**src/rtl/lsh_pkg.sv**
```systemverilog
package lsh_pkg;
  localparam int unsigned DATA_W_DEF = 32;
  localparam int unsigned CNT_W_DEF  = 7;

  typedef enum logic [1:0] {
    SH_NONE  = 2'd0,
    SH_LEFT  = 2'd1,
    SH_RIGHT = 2'd2
  } shdir_e;
endpackage

```
**src/rtl/count_decode.sv**
```systemverilog
module count_decode
  import lsh_pkg::*;
#(
  parameter int unsigned CW = CNT_W_DEF
) (
  input  logic [CW-1:0] field_i,
  output shdir_e        dir_o,
  output logic [CW-1:0] mag_o
);
  // Magnitude of a two's-complement field. The most negative code maps to
  // 2**(CW-1), which still fits CW unsigned bits.
  function automatic logic [CW-1:0] abs_mag(input logic [CW-1:0] f);
    logic [CW-1:0] one;
    one = {{(CW-1){1'b0}}, 1'b1};
    if (f[CW-1]) return (~f) + one;
    return f;
  endfunction

  logic is_neg;
  logic is_zero;

  assign is_neg  = field_i[CW-1];
  assign is_zero = (field_i == '0);
  assign mag_o   = abs_mag(field_i);

  always_comb begin
    if (is_zero)     dir_o = SH_NONE;
    else if (is_neg) dir_o = SH_RIGHT;
    else             dir_o = SH_LEFT;
  end
endmodule

```
**src/rtl/shift_stages.sv**
```systemverilog
module shift_stages #(
  parameter int unsigned W    = 33,
  parameter int unsigned SW   = 7,
  parameter bit          LEFT = 1'b1
) (
  input  logic [W-1:0]  din,
  input  logic [SW-1:0] amt,
  output logic [W-1:0]  dout
);
  logic [W-1:0] st [0:SW];

  assign st[0] = din;

  for (genvar k = 0; k < SW; k++) begin : g_stage
    localparam int unsigned SH = 1 << k;
    if (SH >= W) begin : g_flush
      assign st[k+1] = amt[k] ? '0 : st[k];
    end else if (LEFT) begin : g_left
      assign st[k+1] = amt[k] ? {st[k][W-1-SH:0], {SH{1'b0}}} : st[k];
    end else begin : g_right
      assign st[k+1] = amt[k] ? {{SH{1'b0}}, st[k][W-1:SH]} : st[k];
    end
  end

  assign dout = st[SW];
endmodule

```
**src/rtl/shifter_core.sv**
```systemverilog
module shifter_core
  import lsh_pkg::*;
#(
  parameter int unsigned DW = DATA_W_DEF,
  parameter int unsigned CW = CNT_W_DEF
) (
  input  logic [DW-1:0] src_i,
  input  shdir_e        dir_i,
  input  logic [CW-1:0] mag_i,
  output logic [DW-1:0] res_o,
  output logic          carry_o
);
  localparam int unsigned XW = DW + 1;

  // One guard bit beyond the word catches the last bit to leave: above the
  // MSB for left shifts and below the LSB for right shifts.
  logic [XW-1:0] left_in, right_in, left_out, right_out;

  assign left_in  = {1'b0, src_i};
  assign right_in = {src_i, 1'b0};

  shift_stages #(.W(XW), .SW(CW), .LEFT(1'b1)) u_left (
    .din (left_in),
    .amt (mag_i),
    .dout(left_out)
  );

  shift_stages #(.W(XW), .SW(CW), .LEFT(1'b0)) u_right (
    .din (right_in),
    .amt (mag_i),
    .dout(right_out)
  );

  always_comb begin
    unique case (dir_i)
      SH_LEFT: begin
        res_o   = left_out[DW-1:0];
        carry_o = left_out[XW-1];
      end
      SH_RIGHT: begin
        res_o   = right_out[XW-1:1];
        carry_o = right_out[0];
      end
      default: begin
        res_o   = src_i;
        carry_o = 1'b0;
      end
    endcase
  end
endmodule

```
**src/rtl/bidir_shifter.sv**
```systemverilog
module bidir_shifter
  import lsh_pkg::*;
#(
  parameter int unsigned DW = DATA_W_DEF,
  parameter int unsigned CW = CNT_W_DEF
) (
  input  logic          clk,
  input  logic          rst,
  input  logic          en,
  input  logic [DW-1:0] src_i,
  input  logic [DW-1:0] count_i,
  output logic [DW-1:0] result_o,
  output logic          carry_o
);
  shdir_e        sh_dir;
  logic [CW-1:0] sh_mag;
  logic [DW-1:0] core_res;
  logic          core_carry;
  logic          sh_beyond;
  logic          cnt_unused_hi;

  assign cnt_unused_hi = ^count_i[DW-1:CW];
  assign sh_beyond     = (int'(sh_mag) > int'(DW));

  count_decode #(.CW(CW)) u_dec (
    .field_i(count_i[CW-1:0]),
    .dir_o  (sh_dir),
    .mag_o  (sh_mag)
  );

  shifter_core #(.DW(DW), .CW(CW)) u_core (
    .src_i  (src_i),
    .dir_i  (sh_dir),
    .mag_i  (sh_mag),
    .res_o  (core_res),
    .carry_o(core_carry)
  );

  always_ff @(posedge clk) begin
    if (rst) begin
      result_o <= '0;
      carry_o  <= 1'b0;
    end else if (en) begin
      result_o <= core_res;
      carry_o  <= core_carry;
    end
  end

  // a zero count passes the source through and clears the carry
  a_r2_zero_pass : assert property (@(posedge clk) disable iff (rst)
    (en && sh_dir == SH_NONE) |=> (result_o == $past(src_i) && !carry_o));

  // a left shift always leaves a zero in bit 0
  a_r3_low_fill : assert property (@(posedge clk) disable iff (rst)
    (en && sh_dir == SH_LEFT) |=> (result_o[0] == 1'b0));

  // a right shift always leaves a zero in the top bit
  a_r4_high_fill : assert property (@(posedge clk) disable iff (rst)
    (en && sh_dir == SH_RIGHT) |=> (result_o[DW-1] == 1'b0));

  // a magnitude beyond the word width empties the result and the carry
  a_r5_beyond_width : assert property (@(posedge clk) disable iff (rst)
    (en && sh_beyond) |=> (result_o == '0 && !carry_o));

  // with the strobe low the outputs hold
  a_r6_hold : assert property (@(posedge clk) disable iff (rst)
    !en |=> ($stable(result_o) && $stable(carry_o)));

  // the outputs are clear on the first cycle after reset is released
  a_r7_reset_clear : assert property (@(posedge clk) disable iff (rst)
    $fell(rst) |-> (result_o == '0 && !carry_o));
endmodule

```
**config.mk**
```make
export PLATFORM = sky130hd
export DESIGN_NAME = bidir_shifter
export DESIGN_NICKNAME = d
export VERILOG_FILES = /design/src/rtl/lsh_pkg.sv /design/src/rtl/count_decode.sv /design/src/rtl/shift_stages.sv /design/src/rtl/shifter_core.sv /design/src/rtl/bidir_shifter.sv
export SDC_FILE = /design/constraint.sdc
export NUM_CORES = 1
export LEC_CHECK = 0
export BUFFER_PORTS_ARGS = -buffer_cell sky130_fd_sc_hd__buf_2
export CAP_MARGIN = 40
export CORE_MARGIN = 2
export CORE_UTILIZATION = 50
export DETAILED_ROUTE_END_ITERATION = 12
export PLACE_DENSITY = 0.72
export SLEW_MARGIN = 40
export SYNTH_ARGS = -nofsm -noshare
export SYNTH_HDL_FRONTEND = slang
export SYNTH_SLANG_ARGS = --single-unit
```
**constraint.sdc**
```tcl
create_clock -name clk -period 5.1 [get_ports clk]
set_input_delay 1.02 -clock clk [delete_from_list [all_inputs] [get_ports clk]]
set_output_delay 1.02 -clock clk [all_outputs]
set_load 0.05 [all_outputs]
```
---- After elaboration in Yosys (flattened, before gate mapping) ----
Index checks and enable logic that the tools add are counted.
operators by class
  order comparisons ....................... 0
  equality and inequality tests ........... 2
  shift operators ......................... 0
  bitwise operators ....................... 1
  multipliers ............................. 0
  div/mod/pow operators ................... 0
  $add $sub $neg .......................... 1
  muxes and demuxes ....................... 21
  reduce and logical (&&, ||, !) cells .... 1
operators by type and width
  kind                                                              count
  33-bit two-way mux                                                14
  32-bit case mux with 2 select lines                               1
  7-bit two-way mux                                                 2
  7-bit by 1-bit adder with 7-bit output (second input constant)    1
  7-bit zero test                                                   1
  7-bit inverter                                                    1
  2-bit two-way mux                                                 2
  2-bit by 1-bit == test with 1-bit output (second input constant)  1
  2-bit == test (second input constant)                             1
  1-bit case mux with 2 select lines                                1
  1-bit two-way mux                                                 1
storage, ports and cells
  latch bits .............................. 0
  memory bits (writable) .................. 0
  logic and storage cells ................. 28
  memory bits (read-only) ................. 0
  bits in registers ....................... 33
  memories ................................ 0

---- Logic depth before layout (Yosys ltp) ----
  depth after elaboration ................. 12
  gate-level depth with buffers ........... 16
  depth with buffers taken out ............ 9

---- By module ----
From an unflattened synthesis, not the netlist that was laid out.
second synthesis, totals
  cell total of the unflattened synthesis .. 628
  area, all modules ....................... 5,940.7 µm²
by module, submodules not included
  module                         area an instance (µm²)  times used  cells each  seq. area each (µm²)
  shift_stages (u_core.u_right)  1,863.0                 1           214         0.0
  shift_stages (u_core.u_left)   1,729.2                 1           169         0.0
  bidir_shifter                  1,202.4                 1           107         660.6
  shifter_core                   991.0                   1           118         0.0
  count_decode                   155.1                   1           20          0.0

---- Worst setup path after synthesis ----
Ideal clock, no wire load.
  kind .................................... input-to-reg
  from .................................... input port count_i[0]
  to ...................................... register result_o[11]
  arrival ................................. 4.523 ns
  path buffers ............................ 7
  setup time .............................. 0.091 ns
  setup slack ............................. 0.486 ns
  cell stages on the path ................. 16
  data required time ...................... 5.009 ns
  cell sequence ........................... clkbuf_1 > clkinv_1 > buf_1 > buf_2 > clkbuf_1 > ha_1 > nand2b_2 > xor2_2 > buf_6 > buf_4 > buf_2 > mux2i_1 > nand2_1 > a21oi_1 > o221ai_1 > a311oi_1
on the way
  longest elaborated chain between the ends .. 12
  elaborated cells on any way between the ends .. 23
  classes of those cells .................. add/sub (1); eq/ne (2); mux (18); bitwise (1); reduce/logical (1)
ends and longest elaborated chain
  item                                                       line                                    source
  start, declared                                            bidir_shifter.sv:11                     input logic [DW-1:0] count_i,
  7-bit inverter                                             count_decode.sv:15                      if (f[CW-1]) return (~f) + one;
  7-bit by 1-bit adder with 7-bit output                     count_decode.sv:15
  7-bit two-way mux                                          count_decode.sv:15
  7-bit two-way mux                                          count_decode.sv:16                      return f;
  33-bit two-way mux, on equally long branches (6 in a row)  shift_stages.sv:21, shift_stages.sv:19
  33-bit two-way mux                                         shift_stages.sv:17                      assign st[k+1] = amt[k] ? '0 : st[k];
  32-bit case mux with 2 select lines *                      shifter_core.sv:35                      unique case (dir_i)
  end signal, assigned                                       bidir_shifter.sv:44                     result_o <= core_res;
  end, declared                                              bidir_shifter.sv:12                     output logic [DW-1:0] result_o,
Every way passes the cells marked *; elsewhere a longest branch is shown, timed or not. The select of a mux whose other input is x is not followed.
A chain may end at the register's enable or synchronous reset.

---- Worst setup path in the final report ----
  from .................................... input port count_i[0]
  to ...................................... register result_o[2]
The elaborated chain is that of the path after synthesis.

==> flow_summary.ini <==
[detailed_routing]
wl_mm = 29.4
vias_per_cell = 7.59
wire_per_inst_um = 29.7
dr_total_vias = 7502
drc_errors = 0
drtIter0Drc = 1216
drtAntennaViolNets = 0
dr.pass1.iters = 6

[worst_setup_path]
end_kind = flop
cp_common_cell = buf_4
r2r_end = result_o[0]$_SDFFE_PP0P_
arrival_ns = 4.22
ff2ff_path_depth = 4
r2r-start = result_o[0]$_SDFFE_PP0P_
critPathKind = in2reg
crit_path_start_kind = primary input
crit_chain = buf_4 > clkinv_1 > ha_1 > buf_4 > nand2b_2 > xor2_4 > buf_12 > mux2i_1 > mux2_2 > o21ai_0 > o311ai_0 > o22ai_1
worstPathRequired_ns = 5.23
reg2reg_setup_slack_ns = 3.04
slowest_stage = o311ai_0
slowest_delay_ns = 0.78
path_max_fanout = 39

[yosys]
syn_avg_cell_area_um2 = 7.64
synth_seq_area_share_pct = 10.6
ys_ff_latch = 33
synth_cell_types = 65
ys_async_sr_fraction_pct = 0
netlist_area_um2 = 6220
synthFlopType = dfxtp_1
synth_warnings = 0
synth_edf_count = 0
syn_inst = 814
synth.net_count = 882

[sta]
post-route-period-util_pct = 80.2
finalSetupViolations = 0
fmaxAchievable_ghz = 0.244
drv_slew = 0
slew_headroom_pct = 34.8
hold_viol_final = 0
timing.hold.ws_ns = 0.472
fin_setup_tns_ns = 0
rsz0062_at_grt = false
tightest_slew_ns = 0.967
layout_min_cycle_time_ns = 4.09
finClkSkew_ns = 0

[cells_and_area]
final_area_um2 = 6880
final_core_util_pct = 57.0
drive_gt1_share_pct = 23.5
area_delta_synth_final_pct = 10.7
insertedDiodeCount = 0
nets = 887

[outcome]
status = finished, final reports clean

[pwr]
ir_drop_mv = 0.148
power_leakage_uw = 0.00274
power.total_uw = 1630
powerDensity_nw_per_um2 = 237

[placement]
placedInstanceArea_um2 = 6700
port_buffers = 74
place_congestion = 1.04
place_hpwl_mm = 21.3

[cts]
htree_levels = 2
clock-root-buffer = clkbuf_16
cts_setup_buffers = 0
cts_resized = 0
cts_tree = done
postCtsHoldBufs = 0
numCtsBuffers = 5
insertion_delay_ns = 0.29
cts.path.max_buffers = 2
cts_sinks = 33
clk_pin_slew_ns = 0.05

[min_path]
hold_path_end = result_o[19]$_SDFFE_PP0P_
min_from = result_o[19]$_SDFFE_PP0P_
hp-class = reg2reg
hold_depth = 2

[floorplanning]
dieHeight_um = 116
initial_utilization_pct = 51.5
die-area_um2 = 13300
die_w_um = 116
coreArea_um2 = 12100
std_cell_rows = 40
io-pin-count = 100

[global_route]
grt_pass1_vias = 6780
antenna_found_initial = 1
grt_max_degree = 67
overflow = 0
grt_usage_pct = 44.2
grt_pass1_wl_mm = 43.9

[flow_run]
maxCapViolCount = 0
## stage by stage
step	worst slack, ns	instances
2_1_floorplan	0.486	814
3_3_place_gp	0.899	980
3_5_place_dp	0.882	980
4_1_cts	1.16	988
5_1_grt	0.887	988
6_report	1.01	988
## worst max-delay path, delay by kind of cell
kind,cells,cell delay [ns]
mux,2,0.46
xor+xnor,1,0.43
simple gates,1,0.24
buf+inv,4,0.79
fa+ha+maj,1,0.20
compound gates,3,1.06
## layout make-up
type | count | area, um2
multi-input combinational | 669 | 5180
clock buffer | 7 | 153
clock inverter | 1 | 5.00
timing repair buffer | 102 | 637
inverter | 8 | 30.0
sequential | 33 | 661
tap | 168 | 210
fill | 1153 | 5180
## Yosys cell counts, types with 6 or more instances
cell type,count,area [um2]
a31o_2,6,52.6
a31oi_1,12,75.1
nor2_1,83,312
buf_1,8,30.0
mux4_2,50,1130
nor2b_1,6,37.5
nand2_1,115,432
o21ai_0,29,145
or3_1,6,37.5
o311ai_0,6,52.6
clkbuf_1,65,244
a211oi_1,19,143
nand3_1,28,140
mux2i_1,94,941
a2111oi_0,6,52.6
a21oi_1,38,190
inv_1,6,22.5
a221oi_1,9,78.8
dfxtp_1,33,661
mux2_2,12,135
o211ai_1,17,128
buf_2,26,130
o22ai_1,9,56.3
nor4_1,6,37.5
nand4_1,11,68.8
and3_1,12,75.1
xnor2_1,8,70.1
nor3_1,18,90.1
a311oi_1,9,78.8
## layer usage
layer,part of all wire (%),up-vias,track usage [%],wire (um)
met5,0,-,0,0
met4,5.9,0,19.5,1750
met1,37,3531,61.5,11000
met2,41,706,63.8,12100
met3,15,155,12.7,4550
li1,-,3110,-,-
## where the power goes
group	internal [uW]	switching [uW]
clock	207	127
sequential	277	9.99
combinational	347	662
## worst max-delay path by stage
stage	start	end	slack [ns]	depth (start not counted)
after floorplan	count_i[0]	result_o[11]$_SDFFE_PP0P_	0.49	16
after global placement	count_i[0]	result_o[0]$_SDFFE_PP0P_	0.90	10
after detailed placement	count_i[0]	result_o[2]$_SDFFE_PP0P_	0.88	12
after CTS	count_i[0]	result_o[2]$_SDFFE_PP0P_	1.16	12
after global routing	count_i[0]	result_o[16]$_SDFFE_PP0P_	0.89	12
final	count_i[0]	result_o[2]$_SDFFE_PP0P_	1.01	12
## cells in the final DEF, fill, tap and decap left out, drive strengths merged, types with 4 or more instances in the layout
cell type and instances:
a22oi 4, nand2b 6, a311oi 9, o21ai 31, o221ai 5, mux2i 94
nor3 18, a31o 6, nor4b 4, a221oi 9, inv 6, mux2 12
nor2b 6, mux4 50, nor2 83, nand4 11, dfxtp 33, buf 102
o311ai 7, a21oi 38, o22ai 9, o211ai 17, a2111oi 6, a211oi 19
xnor2 8, a31oi 12, nand2 115, and3 12, or3 6, nor4 6
clkbuf 7, nand3 28
## kinds of logic after synthesis
group           count (synthesis)  synth area share [%]
simple gates                  304                  22.2
compound gates                198                  22.4
mux                           156                  35.4
buf+inv                       112                  7.65
flops                          33                  10.6
xor+xnor                       10                  1.53
fa+ha+maj                       1                 0.201
## flip-flops by register name, indices dropped and copies added, names as in the netlist
| name | count |
|---|---|
| carry_o | 1 |
| result_o | 32 |
Note: power is estimated with default switching activity, not from simulation.
